File: src/rtl/tsi_pkg.sv
package tsi_pkg;
  localparam int TSI_STREAMS  = 4;
  localparam int TSI_CHANNELS = 32;
  localparam int TSI_WORD_W   = 8;
  localparam int CMH_W        = 3;
  localparam int CMH_MSG_BIT  = 2;
  localparam int CMH_EN_BIT   = 0;
endpackage

File: src/rtl/tsi_frame_timer.sv
module tsi_frame_timer import tsi_pkg::*; #(
  parameter int CHANNELS = TSI_CHANNELS,
  parameter int WORD_W   = TSI_WORD_W
) (
  input  logic clk,
  input  logic rst,
  input  logic frame_sync_i,
  output logic [$clog2(CHANNELS)-1:0] chan_o,
  output logic [$clog2(WORD_W):0]     step_o
);
  localparam int CH_W   = $clog2(CHANNELS);
  localparam int STEP_W = $clog2(WORD_W) + 1;
  localparam int CNT_W  = CH_W + STEP_W;

  logic [CNT_W-1:0] cnt_q;

  always_ff @(posedge clk) begin
    if (rst || frame_sync_i) cnt_q <= '0;
    else                     cnt_q <= cnt_q + CNT_W'(1);
  end

  assign chan_o = cnt_q[CNT_W-1:STEP_W];
  assign step_o = cnt_q[STEP_W-1:0];

  // a sync pulse realigns the frame on the following cycle
  a_r1_resync: assert property (@(posedge clk) disable iff (rst)
    frame_sync_i |=> (chan_o == '0 && step_o == '0));
endmodule

File: src/rtl/tsi_fetch_seq.sv
module tsi_fetch_seq import tsi_pkg::*; #(
  parameter int STREAMS  = TSI_STREAMS,
  parameter int CHANNELS = TSI_CHANNELS,
  parameter int WORD_W   = TSI_WORD_W
) (
  input  logic clk,
  input  logic rst,
  input  logic [$clog2(CHANNELS)-1:0] chan_i,
  input  logic [$clog2(WORD_W):0]     step_i,
  input  logic msg_all_i,
  output logic [$clog2(STREAMS)+$clog2(CHANNELS)-1:0] cm_addr_o,
  input  logic [WORD_W-1:0] cml_rdata_i,
  input  logic [CMH_W-1:0]  cmh_rdata_i,
  output logic [$clog2(STREAMS)+$clog2(CHANNELS)-1:0] dm_addr_o,
  input  logic [WORD_W-1:0] dm_rdata_i,
  output logic [STREAMS-1:0][WORD_W-1:0] slot_byte_o,
  output logic [STREAMS-1:0] slot_en_o
);
  localparam int ST_W     = $clog2(STREAMS);
  localparam int CH_W     = $clog2(CHANNELS);
  localparam int ADDR_W   = ST_W + CH_W;
  localparam int STEP_W   = $clog2(WORD_W) + 1;
  localparam int CM_CAP0  = 2;   // first step with connection data back
  localparam int DM_CAP0  = 4;   // first step with data-memory byte back

  logic [CH_W-1:0]   ahead_chan;
  logic [ADDR_W-1:0] cm_addr_q;
  logic [ADDR_W-1:0] dm_addr_q;
  logic              unused_cmh;

  assign ahead_chan = chan_i + CH_W'(1);
  assign unused_cmh = ^cmh_rdata_i;

  // Issue one connection read per stream during steps 0..STREAMS-1
  always_ff @(posedge clk) begin
    if (rst) cm_addr_q <= '0;
    else if (step_i < STEP_W'(STREAMS))
      cm_addr_q <= {step_i[ST_W-1:0], ahead_chan};
  end

  // Forward each low word as a data-memory address as it returns
  always_ff @(posedge clk) begin
    if (rst) dm_addr_q <= '0;
    else if (step_i >= STEP_W'(CM_CAP0) && step_i < STEP_W'(CM_CAP0 + STREAMS))
      dm_addr_q <= cml_rdata_i[ADDR_W-1:0];
  end

  assign cm_addr_o = cm_addr_q;
  assign dm_addr_o = dm_addr_q;

  for (genvar g = 0; g < STREAMS; g++) begin : g_slot
    logic [WORD_W-1:0] low_q;
    logic              msg_q;
    logic              en_q;
    logic [WORD_W-1:0] byte_q;

    always_ff @(posedge clk) begin
      if (rst) begin
        low_q  <= '0;
        msg_q  <= 1'b0;
        en_q   <= 1'b0;
        byte_q <= '0;
      end else begin
        if (step_i == STEP_W'(CM_CAP0 + g)) begin
          low_q <= cml_rdata_i;
          msg_q <= cmh_rdata_i[CMH_MSG_BIT] | msg_all_i;
          en_q  <= cmh_rdata_i[CMH_EN_BIT]  | msg_all_i;
        end
        if (step_i == STEP_W'(DM_CAP0 + g))
          byte_q <= msg_q ? low_q : dm_rdata_i;
      end
    end

    assign slot_byte_o[g] = byte_q;
    assign slot_en_o[g]   = en_q;

    // override forces the captured slot on
    a_r8_override_on: assert property (@(posedge clk) disable iff (rst)
      (msg_all_i && step_i == STEP_W'(CM_CAP0 + g)) |=> (en_q && msg_q));
  end

  // address presented in steps 1..STREAMS names the next channel
  a_r3_fetch_ahead: assert property (@(posedge clk) disable iff (rst)
    (step_i >= STEP_W'(1) && step_i <= STEP_W'(STREAMS))
      |-> (cm_addr_o[CH_W-1:0] == ahead_chan));
endmodule

File: src/rtl/tsi_serializer.sv
module tsi_serializer import tsi_pkg::*; #(
  parameter int WORD_W = TSI_WORD_W
) (
  input  logic clk,
  input  logic rst,
  input  logic [$clog2(WORD_W):0] step_i,
  input  logic [WORD_W-1:0] load_byte_i,
  input  logic load_en_i,
  input  logic oe_i,
  output logic ser_d_o,
  output logic ser_en_o
);
  localparam int STEP_W    = $clog2(WORD_W) + 1;
  localparam int LAST_STEP = 2 * WORD_W - 1;

  logic [WORD_W-1:0] shreg_q, shreg_nxt;
  logic              slot_en_q, slot_en_nxt;
  logic              out_d_q, out_en_q;

  always_comb begin
    shreg_nxt   = shreg_q;
    slot_en_nxt = slot_en_q;
    if (step_i == STEP_W'(LAST_STEP)) begin
      shreg_nxt   = load_byte_i;
      slot_en_nxt = load_en_i;
    end else if (step_i[0]) begin
      shreg_nxt = {shreg_q[WORD_W-2:0], 1'b0};
    end
  end

  always_ff @(posedge clk) begin
    if (rst) begin
      shreg_q   <= '0;
      slot_en_q <= 1'b0;
      out_d_q   <= 1'b0;
      out_en_q  <= 1'b0;
    end else begin
      shreg_q   <= shreg_nxt;
      slot_en_q <= slot_en_nxt;
      out_en_q  <= slot_en_nxt & oe_i;
      out_d_q   <= slot_en_nxt & oe_i & shreg_nxt[WORD_W-1];
    end
  end

  assign ser_d_o  = out_d_q;
  assign ser_en_o = out_en_q;

  // the shifter holds through the first clock of every bit cell
  a_r2_cell_hold: assert property (@(posedge clk) disable iff (rst)
    (step_i[0] == 1'b0) |=> $stable(shreg_q));
  // global enable low silences the driver on the next cycle
  a_r7_oe_quiet: assert property (@(posedge clk) disable iff (rst)
    !oe_i |=> !ser_en_o);
  // an undriven output carries a zero
  a_r6_idle_zero: assert property (@(posedge clk) disable iff (rst)
    !ser_en_o |-> !ser_d_o);
endmodule

File: src/rtl/tsi_out_path.sv
module tsi_out_path import tsi_pkg::*; #(
  parameter int STREAMS  = TSI_STREAMS,
  parameter int CHANNELS = TSI_CHANNELS,
  parameter int WORD_W   = TSI_WORD_W
) (
  input  logic clk,
  input  logic rst,
  input  logic frame_sync_i,
  input  logic out_enable_i,
  input  logic msg_all_i,
  output logic [$clog2(STREAMS)+$clog2(CHANNELS)-1:0] cm_addr_o,
  input  logic [WORD_W-1:0] cml_rdata_i,
  input  logic [CMH_W-1:0]  cmh_rdata_i,
  output logic [$clog2(STREAMS)+$clog2(CHANNELS)-1:0] dm_addr_o,
  input  logic [WORD_W-1:0] dm_rdata_i,
  output logic [STREAMS-1:0] ser_data_o,
  output logic [STREAMS-1:0] ser_en_o
);
  localparam int CH_W   = $clog2(CHANNELS);
  localparam int STEP_W = $clog2(WORD_W) + 1;

  logic [CH_W-1:0]   chan;
  logic [STEP_W-1:0] step;
  logic [STREAMS-1:0][WORD_W-1:0] slot_byte;
  logic [STREAMS-1:0] slot_en;

  tsi_frame_timer #(.CHANNELS(CHANNELS), .WORD_W(WORD_W)) i_timer (
    .clk          (clk),
    .rst          (rst),
    .frame_sync_i (frame_sync_i),
    .chan_o       (chan),
    .step_o       (step)
  );

  tsi_fetch_seq #(.STREAMS(STREAMS), .CHANNELS(CHANNELS), .WORD_W(WORD_W)) i_fetch (
    .clk         (clk),
    .rst         (rst),
    .chan_i      (chan),
    .step_i      (step),
    .msg_all_i   (msg_all_i),
    .cm_addr_o   (cm_addr_o),
    .cml_rdata_i (cml_rdata_i),
    .cmh_rdata_i (cmh_rdata_i),
    .dm_addr_o   (dm_addr_o),
    .dm_rdata_i  (dm_rdata_i),
    .slot_byte_o (slot_byte),
    .slot_en_o   (slot_en)
  );

  for (genvar s = 0; s < STREAMS; s++) begin : g_stream
    tsi_serializer #(.WORD_W(WORD_W)) i_ser (
      .clk         (clk),
      .rst         (rst),
      .step_i      (step),
      .load_byte_i (slot_byte[s]),
      .load_en_i   (slot_en[s]),
      .oe_i        (out_enable_i),
      .ser_d_o     (ser_data_o[s]),
      .ser_en_o    (ser_en_o[s])
    );
  end

  // reset leaves every stream silent
  a_r9_reset_quiet: assert property (@(posedge clk)
    rst |=> (ser_en_o == '0 && ser_data_o == '0));
endmodule

File: config.mk
export PLATFORM = sky130hd
export DESIGN_NAME = tsi_out_path
export DESIGN_NICKNAME = d
export VERILOG_FILES = /design/src/rtl/tsi_pkg.sv /design/src/rtl/tsi_frame_timer.sv /design/src/rtl/tsi_fetch_seq.sv /design/src/rtl/tsi_serializer.sv /design/src/rtl/tsi_out_path.sv
export SDC_FILE = /design/constraint.sdc
export NUM_CORES = 1
export LEC_CHECK = 0
export BUFFER_PORTS_ARGS = -buffer_cell sky130_fd_sc_hd__buf_2
export CAP_MARGIN = 20
export CORE_UTILIZATION = 50
export CTS_CLUSTER_DIAMETER = 150
export DETAILED_ROUTE_END_ITERATION = 10
export GPL_TIMING_DRIVEN = 0
export PLACE_DENSITY = 0.81
export SLEW_MARGIN = 20
export SYNTH_ARGS = -nofsm -noshare
export SYNTH_HDL_FRONTEND = slang
export SYNTH_HIERARCHICAL = 1
export SYNTH_SLANG_ARGS = --single-unit
File: constraint.sdc
create_clock -name clk -period 1.9 [get_ports clk]
set_clock_uncertainty 0.2 [all_clocks]
set_input_delay 0.19 -clock clk [delete_from_list [all_inputs] [get_ports clk]]
set_output_delay 0.19 -clock clk [all_outputs]
set_load 0.02 [all_outputs]
# Yosys cells after proc, flatten, opt, wreduce, memory -nomap -nowiden
# Index checks and enable logic that the tools add are counted.
# op_classes
addsub	2
n_lt_le_gt_ge	3
n_eq_ne	7
mux	16
n_bitwise	10
reduce_logical	3
# op_table
cell	count
$mux W8	12
$eq A4 B3 Y1 const B	4
$add A9 B1 Y9 const B	1
$and A1 B1 Y1	8
$eq A4 B2 Y1 const B	2
$lt A4 B3 Y1 const B	2
$add A5 B1 Y5 const B	1
$eq A4 B4 Y1 const B	1
$ge A4 B2 Y1 const B	1
$mux W1	4
$or A1 B1 Y1	2
$reduce_bool A2 Y1	1
$logic_and A1 B1 Y1	1
$logic_or A1 B1 Y1	1
# word_totals
reg_bits	139
in_bits	24
word_cells	80

# Depth between registers and ports, before layout
# Gate-level depths: netlist of the first run.
# depth
ltp_word	4
ltp_mapped	6

# Hierarchy
# The synthesis of the first run kept the hierarchy.
# modules_own_cells
module	n_inst	cells_per_inst	area_per_inst_um2	seq_area_each_um2
tsi_fetch_seq	1	371	3547.2	1721.7
tsi_serializer	4	48	465.4	220.2
tsi_frame_timer	1	41	359.1	180.2

# Worst setup path after synthesis of the first run
# No wires, ideal clock.
# synth_path
path_kind	flip-flop to flip-flop
from	register i_timer.cnt_q[0]
to	register i_fetch.g_slot[3].byte_q[5]
setup_ns	0.086
arrival_ns	1.822
setup_slack_ns	-0.208
stages_incl_launch_ff	7
n_path_buf	3
synth_period_minus_slack_ns	2.108
path_cell_list	dfxtp_1 -> buf_2 -> and4b_1 -> clkbuf_2 -> buf_2 -> nor2_1 -> a211oi_1
# synth_between
elab_chain_len	1
# synth_lines
element	line_no	text
start: declaration	tsi_frame_timer.sv:15	logic [CNT_W-1:0] cnt_q;
start signal: assignment	tsi_frame_timer.sv:19	else cnt_q <= cnt_q + CNT_W'(1);
$eq A4 B3 Y1	tsi_fetch_seq.sv:69	if (step_i == STEP_W'(DM_CAP0 + g))
end signal: assignment	tsi_fetch_seq.sv:70	byte_q <= msg_q ? low_q : dm_rdata_i;
end: declaration	tsi_fetch_seq.sv:55	logic [WORD_W-1:0] byte_q;
# No other way between the ends.
# A chain may end at the register's enable or synchronous reset.

# Worst setup path after layout of the first run
# layout_path
from	register i_timer.cnt_q[0]
to	register i_fetch.g_slot[2].byte_q[6]
# layout_between
elab_chain_len	1
# layout_lines
element	line_no
$eq A4 B3 Y1	tsi_fetch_seq.sv:69
end signal: assignment	tsi_fetch_seq.sv:70
end: declaration	tsi_fetch_seq.sv:55
# No other way between the ends.

==> summary by stage, run 1 <==
Floorplan
The floorplan step set the die width to 109 um. From bottom edge to top edge, the die measures 109 um. The die covers 12000 sq um. The floorplan has 38 rows. For this design the top-level I/O count stands at 46. In this run the standard cell core region covers 11000 sq um. The initial core utilization is 52.3%.

Drt
The detailed-route DRC error count is 0. The via-per-instance ratio is 5.62. For this block, the routed nets add up to 14400 um of wire. The routed layout has 4774 vias.

For this block, the initial DRC count from the detailed router was 317. The average wire per standard cell is 17.0 um. The routed design uses 880 um of met3 wire. After detailed routing, the wire length on met1 is 6140 um. The detail route stage leaves a number of antenna-violating nets equal to 0. The met2 layer wire length in the routed design is 7100 um. In this run the top signal layer used is met4. Before antenna repair, the detailed router went through 5 iterations.

Power and ir drop
Of the total power, registers draw 44.0%. The switching power as a share of total power is 21.7%. Across the VDD grid, the largest voltage drop is 711 uV. The portion of total power attributed to the clock network is 50.4%. The power dissipated by switching net loads is 1.48 mW.

The internal portion of the total power is 5.33 mW. Summed over all cells, the static leakage comes to 2.47 nW. The completed layout was analyzed and its total power is 6.81 mW.

The share of total power dissipated in combinational logic is 5.6%. In this run the power density over the cells is 961 nW/um^2.

GRT
The number of antenna violations at the first check in global routing is 0. Entering global routing, the biggest net connects 18 pins. Global routing finished with a remaining overflow of 0.

Global routing consumed, over all layers together, 25.5% of the routing resources. The first global-routing pass estimated 22700 um of wire. The number of global-route vias before repair is 4633.

Critical path
Among all stages on the critical path, the largest delay is contributed by sky130_fd_sc_hd__dfxtp_4. The critical path required time is 2.02 ns. STA classifies the critical path endpoint as a flip-flop. The largest driver fanout on the critical path is 10. On the worst path, the slowest cell contributes a delay of 0.35 ns. The kind of launch point of the worst setup path is a flip-flop. The setup slack of the worst register-to-register path is 0.05 ns. The arrival time at the worst endpoint is 1.97 ns.

The type of the worst setup path is reg -> reg. Walking the worst path, the cells encountered are buf_2, nor4bb_2, clkbuf_4, buf_4, nor2_1, a211oi_1.

Yosys
The sequential-to-total area share from yosys stat is 48.2%. The number of library cell types mapped by synthesis is 35. Synthesis handed over a netlist of 604 instances.

The primary flip-flop cell chosen by synthesis mapping is sky130_fd_sc_hd__dfxtp_1. The count of flip-flops with a built-in enable after synthesis is 0. After synthesis, the largest family of logic cells by area is simple AND/OR/NAND/NOR gates. The adder and majority gate portion of the synthesized area is 0.434%. The share of cell area taken by muxes after synthesis is 15.2%. The mean post-synth cell area is 9.55 sq um. After synthesis, the largest area contributor takes up 48.2% of total cell area.

The Yosys warning count is 6. Summing the areas of all xor and xnor instances in the mapped netlist gives 1.06% of the synthesized area. The post-synthesis cell area is 5770 sq um. The fraction of synthesis flops using an asynchronous set or reset pin is 0%.

After Yosys synthesis, and, or, nand and nor cells account for 17.3% of the synthesized area. The number of nets in the synthesized netlist is 630. Counting flops and latches in the post-synthesis netlist gives 139. The fraction of the mapped netlist area in compound gates is 12.7%. Yosys attributes the largest share of cell area to sky130_fd_sc_hd__dfxtp_1 (48%), sky130_fd_sc_hd__mux2i_1 (14%), sky130_fd_sc_hd__a211oi_1 (8.6%). Summed over all instances, the cell type with the most area after synthesis is sky130_fd_sc_hd__dfxtp_1.

Final layout
Summing all multi-input logic gate instances after layout gives 2700 sq um. Once layout is complete, the cells apart from fillers number 850. The area overhead of the layout relative to synthesis is 22.9%.

The final standard cell utilization of the core is 64.2%. In the layout the commonest cells are sky130_fd_sc_hd__dfxtp_1 (135), sky130_fd_sc_hd__nor2_1 (100), sky130_fd_sc_hd__mux2i_1 (83). The sequential cell area is 2800 sq um. The number of diodes added for antenna fixing is 0. After routing the design area is 7090 sq um. The layout has 845 filler cells.

The net count reported at finish is 723. The library cell used most frequently in the layout, excluding fill and tap cells, is sky130_fd_sc_hd__dfxtp_1. Of the cells placed in the final design, the portion with a size suffix greater than 1 is 18.7%.

Clocking
The number of H-tree branching levels is 4. The clock input transition at the sequential cells of the worst setup and hold paths is 0.06 ns. Clock tree synthesis found a total of 139 sinks.

Clock tree synthesis selected as its root buffer the cell sky130_fd_sc_hd__clkbuf_16. The clock reaches the later pin of the worst-skew pair after 0.42 ns. The clock passes through at most 2 buffers. In this run, CTS created clock tree buffers numbering 17. TritonCTS built the clock tree.

STA
Timing would allow up to 0.540 GHz. The max-slew violation total from the final report is 0. The number of hold violations in the final report is 0. Setup repair after global routing left no endpoint under its margin. The smallest setup slack after layout is 0.0468 ns.

For the pin with the worst max-slew slack, the measured transition is 0.678 ns. The worst pin sits at a relative slew slack of 54.8%. Setup violations remaining at the end of the flow were counted as 0. The final setup TNS is 0 ns.

The minimum clock period is 1.85 ns. The worst hold slack across all endpoints is 0.0217 ns. The post-route clock period utilization is 97.5%.

Placement
In this run the tool buffered the top-level ports with 44 buffer cells. The number of cells after detailed placement is 788. The placed instances occupy a cell area of 6160 sq um. Routability-driven placement finished with a final weighted congestion of 0.839. Summed over all nets, the half-perimeter wirelength after detailed placement is 9350 um.

OpenSTA, run right after detailed placement, puts the worst setup slack at -0.424 ns.

Run status
The run finished with clean final reports.

Worst hold path
The classification of the worst-slack hold path is in -> reg.

Run
The number of violations of the max-capacitance limit is 0.
## final timing paths
path                                                              start                                       end  cells past startpoint
worst max-delay path                        i_timer/cnt_q[0]$_SDFF_PP0_  i_fetch/g_slot[2].byte_q[6]$_SDFFE_PP0P_                      6
worst min register to register  i_fetch/g_slot[2].low_q[5]$_SDFFE_PP0P_   i_fetch/g_slot[2].low_q[5]$_SDFFE_PP0P_                      2
worst max register to register              i_timer/cnt_q[0]$_SDFF_PP0_  i_fetch/g_slot[2].byte_q[6]$_SDFFE_PP0P_                      6
worst min-delay path                                     cmh_rdata_i[0]       i_fetch/g_slot[2].en_q$_SDFFE_PP0P_                      3
## critical path: cells and delay by family (launching register included)
| kind | cells | cell delay, ns |
|---|---|---|
| AOI/OAI and AO/OA | 1 | 0.26 |
| buffers and inverters | 3 | 0.56 |
| DFF | 1 | 0.35 |
| and+or+nand+nor | 2 | 0.38 |
## routing by layer
layer | vias up | GRT usage [%]
met5 | - | 0
met4 | 0 | 9.81
met3 | 25 | 7.47
met2 | 168 | 43.5
met1 | 2267 | 30.2
li1 | 2314 | -
## sequential cells by signal, summed over array words and instances, names as in the netlist
name and cells:
g_stream.i_ser/shreg_q 32, i_fetch/g_slot.byte_q 32, i_fetch/g_slot.low_q 32, i_timer/cnt_q 9, i_fetch/cm_addr_o 7, i_fetch/dm_addr_o 7
g_stream.i_ser/ser_d_o 4, g_stream.i_ser/ser_en_o 4, g_stream.i_ser/slot_en_q 4, i_fetch/g_slot.en_q 4, i_fetch/g_slot.msg_q 4
## layout make-up
class / count / share of cell area, %
buffer: 48 / 4.04
clock buffer: 20 / 6.30
clock inverter: 12 / 2.42
inverter: 2 / 0.106
multi-input combinational: 414 / 38.1
sequential: 139 / 39.5
tap: 140 / 2.47
timing repair buffer: 75 / 7.10
## synthesized netlist by cell type, drive strengths merged (3+ instances only)
cell	number
dfxtp	139
nor2	101
mux2i	83
a211oi	68
nand2	43
a21oi	35
buf	28
clkbuf	21
nand2b	18
nand3	14
o21ai	7
nand4	6
and2b	4
and4	4
mux2	4
nor3b	4
or3	4
xnor2	4
xor2	3
## power groups by stage
stage | clock, mW | sequential (mW) | combinational [mW]
2_1_floorplan | 0 | 3.07 | 0.193
3_3_place_gp | 0 | 3.07 | 0.303
3_5_place_dp | 0 | 3.07 | 0.315
4_1_cts | 3.47 | 3.00 | 0.368
5_1_grt | 3.61 | 3.00 | 0.409
6_report | 3.43 | 2.99 | 0.381
## cell families (layout without fill, tap and decap cells)
| kind of cell | Yosys count | after routing |
|---|---|---|
| flops | 139 | 139 |
| simple gates | 208 | 208 |
| xor+xnor | 7 | 7 |
| mux | 87 | 87 |
| compound gates | 110 | 110 |
| buf+inv | 51 | 157 |
| fa+ha+maj | 2 | 2 |
## timing repair
| action | CTS | global route |
|---|---|---|
| hold buffers | 17 | 0 |
| setup endpoints to repair | 99 | 16 |
| buffers inserted | 7 | 7 |
| pin swaps | 0 | 0 |
| hold endpoints to repair | 60 | 0 |
| resized for setup | 8 | 3 |
(Power assumes the default switching activity.)
==> inputs of run 2 (changes only) <==
--- a/config.mk
+++ b/config.mk
@@ -7,11 +7,12 @@
 export LEC_CHECK = 0
 export BUFFER_PORTS_ARGS = -buffer_cell sky130_fd_sc_hd__buf_2
 export CAP_MARGIN = 20
-export CORE_UTILIZATION = 50
+export CORE_MARGIN = 2
+export CORE_UTILIZATION = 35
 export CTS_CLUSTER_DIAMETER = 150
 export DETAILED_ROUTE_END_ITERATION = 10
 export GPL_TIMING_DRIVEN = 0
-export PLACE_DENSITY = 0.81
+export PLACE_DENSITY = 0.63
 export SLEW_MARGIN = 20
 export SYNTH_ARGS = -nofsm -noshare
 export SYNTH_HDL_FRONTEND = slang
==> run 2 against run 1 <==
Net effect:
- die area is 46% higher
- largest power group unchanged
- critical path type unchanged
- combinational power hardly changed
- via count shrank 1.9%
- global-route usage is 8.0 points lower
- clock power barely moved
==> summary by stage, run 2 (synthesized netlist as in run 1, its figures left out) <==
Drt
The total wire length after detailed routing was 14700 um (+1.9%). The post-route antenna net violation count came to 0 (unchanged). The average wire per standard cell came to 15.8 um (-6.9%). The via-per-instance ratio was 5.04 (-10%).

The detailed router's first-iteration violation count is 324 (+2.2%). The detailed-route DRC error count is 0 (unchanged). The total number of vias is 4685 (-1.9%). The detailed-routing iteration count for the pre-antenna-repair pass is 4 (-1).

Clocking
The TritonCTS sink count came to 139 (unchanged). The number of H-tree branching levels is 4 (unchanged). The maximum buffer depth of the clock tree was 2 (unchanged). The clock input transition at the sequential cells of the worst setup and hold paths is 0.06 ns (about the same). The clock latency on the worst-skew pair is 0.42 ns (about the same).

The total clock buffers created by CTS came to 17 (unchanged). The CTS root buffer is sky130_fd_sc_hd__clkbuf_16. The clock tree from TritonCTS is built.

GRT
The met1 track utilization from global routing is 21.6% (-8.7 points). The number of antenna violations at the first check in global routing came to 0 (unchanged). The wire length of the first global-routing pass is 23800 um (+4.5%). The routing usage on met2 is 29.2% (-14 points). The total global routing overflow was 0 (unchanged). The global-route usage over all layers is 17.5% (-8.0 points). The routing usage on met3 is 3.84% (-3.6 points). The pin count of the biggest net entering global routing came to 18 (unchanged). met2 is the most crowded layer. The number of global-route vias before repair is 4612 (-0.45%).

STA
The total setup violations reported at the end of the flow came to 0 (unchanged). The max-slew violation total from the final report is 0 (unchanged). The maximum clock rate came to 0.554 GHz (+2.7%). The worst slew margin relative to its limit is 54.2% (-0.59 points). The post-route clock period utilization came to 95.0% (-2.6 points).

Setup repair after global routing left no endpoint under its margin. The number of hold violations in the final report is 0 (unchanged). The minimum clock period is 1.80 ns (-0.0489 ns). The transition time at the pin with the least slew margin is 0.687 ns (+0.00880 ns). The final setup TNS is 0 ns (unchanged).

Critical path
The endpoint kind of the worst setup timing path is a flip-flop. The kind of launch point of the worst setup path is a flip-flop. The arrival time at the worst endpoint is 1.94 ns (-0.03 ns). The largest driver fanout on the critical path was 10 (unchanged). The type of the worst setup path is reg -> reg. The critical path required time was 2.03 ns (about the same).

Final layout
The layout cell share with drive strength beyond 1 is 19.2% (+0.46 points). The sequential cell area is 2800 sq um (unchanged). Relative to the synthesized area, the layout overhead comes to 25.2%. The post-layout instance area is 7220 sq um (+1.9%). The number of diodes added for antenna fixing is 0 (unchanged). The largest registers in the layout are g_stream.i_ser/shreg_q: 32 flops, i_fetch/g_slot.byte_q: 32 flops, i_fetch/g_slot.low_q: 32 flops. In the layout the commonest cells are sky130_fd_sc_hd__dfxtp_1 (135), sky130_fd_sc_hd__nor2_1 (100), sky130_fd_sc_hd__mux2i_1 (83). The net count reported at finish is 727 (+0.55%).

The final-layout fill cell count came to 1576 (+87%). The area of the multi-input gates is 2710 sq um (+0.32%). The library cell used most frequently in the layout, excluding fill and tap cells, is sky130_fd_sc_hd__dfxtp_1.

Power and ir drop
The total power consumption of the routed design is 6.78 mW (-0.47%). The portion of total power attributed to the clock network is 50.2% (-0.2 points). The switching power as a share of total power was 22.1% (+0.46 points). The worst-case vdd ir drop came to 710 uV (-0.20%). The proportion of power drawn by combinational gates came to 5.7% (about the same).

The power per unit of standard cell area came to 939 nW/um^2 (-2.3%). The internal power contribution is 5.28 mW (-1.1%). The part of the power in registers is 44.2% (+0.2 points).

The static leakage power came to 2.50 nW (+0.96%). The power dissipated by switching net loads is 1.50 mW (+1.6%).

Placement
The half-perimeter wire length of the detailed placement result is 10100 um (+7.7%). The post-place instance area was 6260 sq um (+1.5%). The final weighted congestion in routability-driven placement is 0.810 (-3.5%).

The count of input and output buffers is 44 (unchanged).

Worst hold path
The min-delay analysis places its worst path in the category in -> reg.

Floorplan
The row count is 46 (+21%). The initial core utilization is 36.0% (-16 points). The die span in x is 132 um (+21%). The overall die area is 17500 sq um (+46%). The die boundary height is 132 um (+21%). The area of the core is 16000 sq um (+45%). The top-level port count is 46 (unchanged).

Run status
The flow ran to the end, and the final reports show no timing, DRC or antenna violations.

Run
The number of violations of the max-capacitance limit is 0 (unchanged).
## run 2: cell count changes in the layout (fill, tap and decap cells not counted), sizes merged
cell         before  now
buf              86   87
bufinv            4    3
clkbuf           40   43
clkinv            5    6
clkinvlp          3    2
dlygate4sd3      17   18
## run 2: layout make-up
| type | count | area share, % |
|---|---|---|
| inverters | 2 | 0.104 |
| flip-flops and latches | 139 | 38.7 |
| clock inverters | 11 | 1.98 |
| clock buffers | 21 | 6.52 |
| plain buffers | 48 | 4.00 |
| multi-input cells | 414 | 37.5 |
| repair buffers | 79 | 7.42 |
| well taps | 216 | 3.74 |
## run 2: per-layer routing
metal | vias up | share of wire [%]
met4 | 0 | 2.4
met2 | 86 | 48
met3 | 23 | 3.4
li1 | 2323 | -
met1 | 2253 | 46
met5 | - | 0
## run 2: final timing paths
| path | start | endpoint | slack (ns) | depth (start not counted) |
|---|---|---|---|---|
| setup / recovery | i_timer/cnt_q[0]$_SDFF_PP0_ | i_fetch/g_slot[2].byte_q[6]$_SDFFE_PP0P_ | 0.1 | 6 |
| hold / removal | cmh_rdata_i[2] | i_fetch/g_slot[0].msg_q$_SDFFE_PP0P_ | 0.03 | 3 |
| setup reg to reg | i_timer/cnt_q[0]$_SDFF_PP0_ | i_fetch/g_slot[2].byte_q[6]$_SDFFE_PP0P_ | 0.1 | 6 |
| hold reg to reg | i_fetch/g_slot[0].low_q[0]$_SDFFE_PP0P_ | i_fetch/g_slot[0].low_q[0]$_SDFFE_PP0P_ | 0.26 | 2 |
## run 2: repair_timing
action	4_1_cts	5_1_grt
setup buffers	9	8
hold endpoints to repair	61	0
endpoints found under the setup margin	92	20
gates resized for setup	9	3
hold buffers	18	0
pin swaps	1	0
## run 2: power groups by stage
stage | clock network, mW | logic [mW] | registers (mW)
after floorplan | 0 | 0.193 | 3.07
after global placement | 0 | 0.314 | 3.07
after detailed placement | 0 | 0.323 | 3.07
after CTS | 3.45 | 0.379 | 2.99
after global routing | 3.59 | 0.421 | 3.00
final | 3.40 | 0.384 | 2.99
## run 2: through the flow
step           std cells  hold slack, ns  utilization [%]  setup slack, ns
2_1_floorplan        604           0.119                -           0.0489
3_3_place_gp         864           0.243             39.1           -0.438
3_5_place_dp         864           0.248             39.1           -0.486
4_1_cts              923          0.0209             44.7           0.0386
5_1_grt              930          0.0357             45.1           0.0108
6_report             930          0.0336             45.1           0.0958
## run 2: critical path, cell delays in order, from the launching register on
cell,delay (ns)
sky130_fd_sc_hd__dfxtp_4,0.35
sky130_fd_sc_hd__clkbuf_4,0.19
sky130_fd_sc_hd__nor4bb_2,0.34
sky130_fd_sc_hd__clkbuf_4,0.21
sky130_fd_sc_hd__buf_4,0.16
sky130_fd_sc_hd__nor2_1,0.05
sky130_fd_sc_hd__a211oi_1,0.21
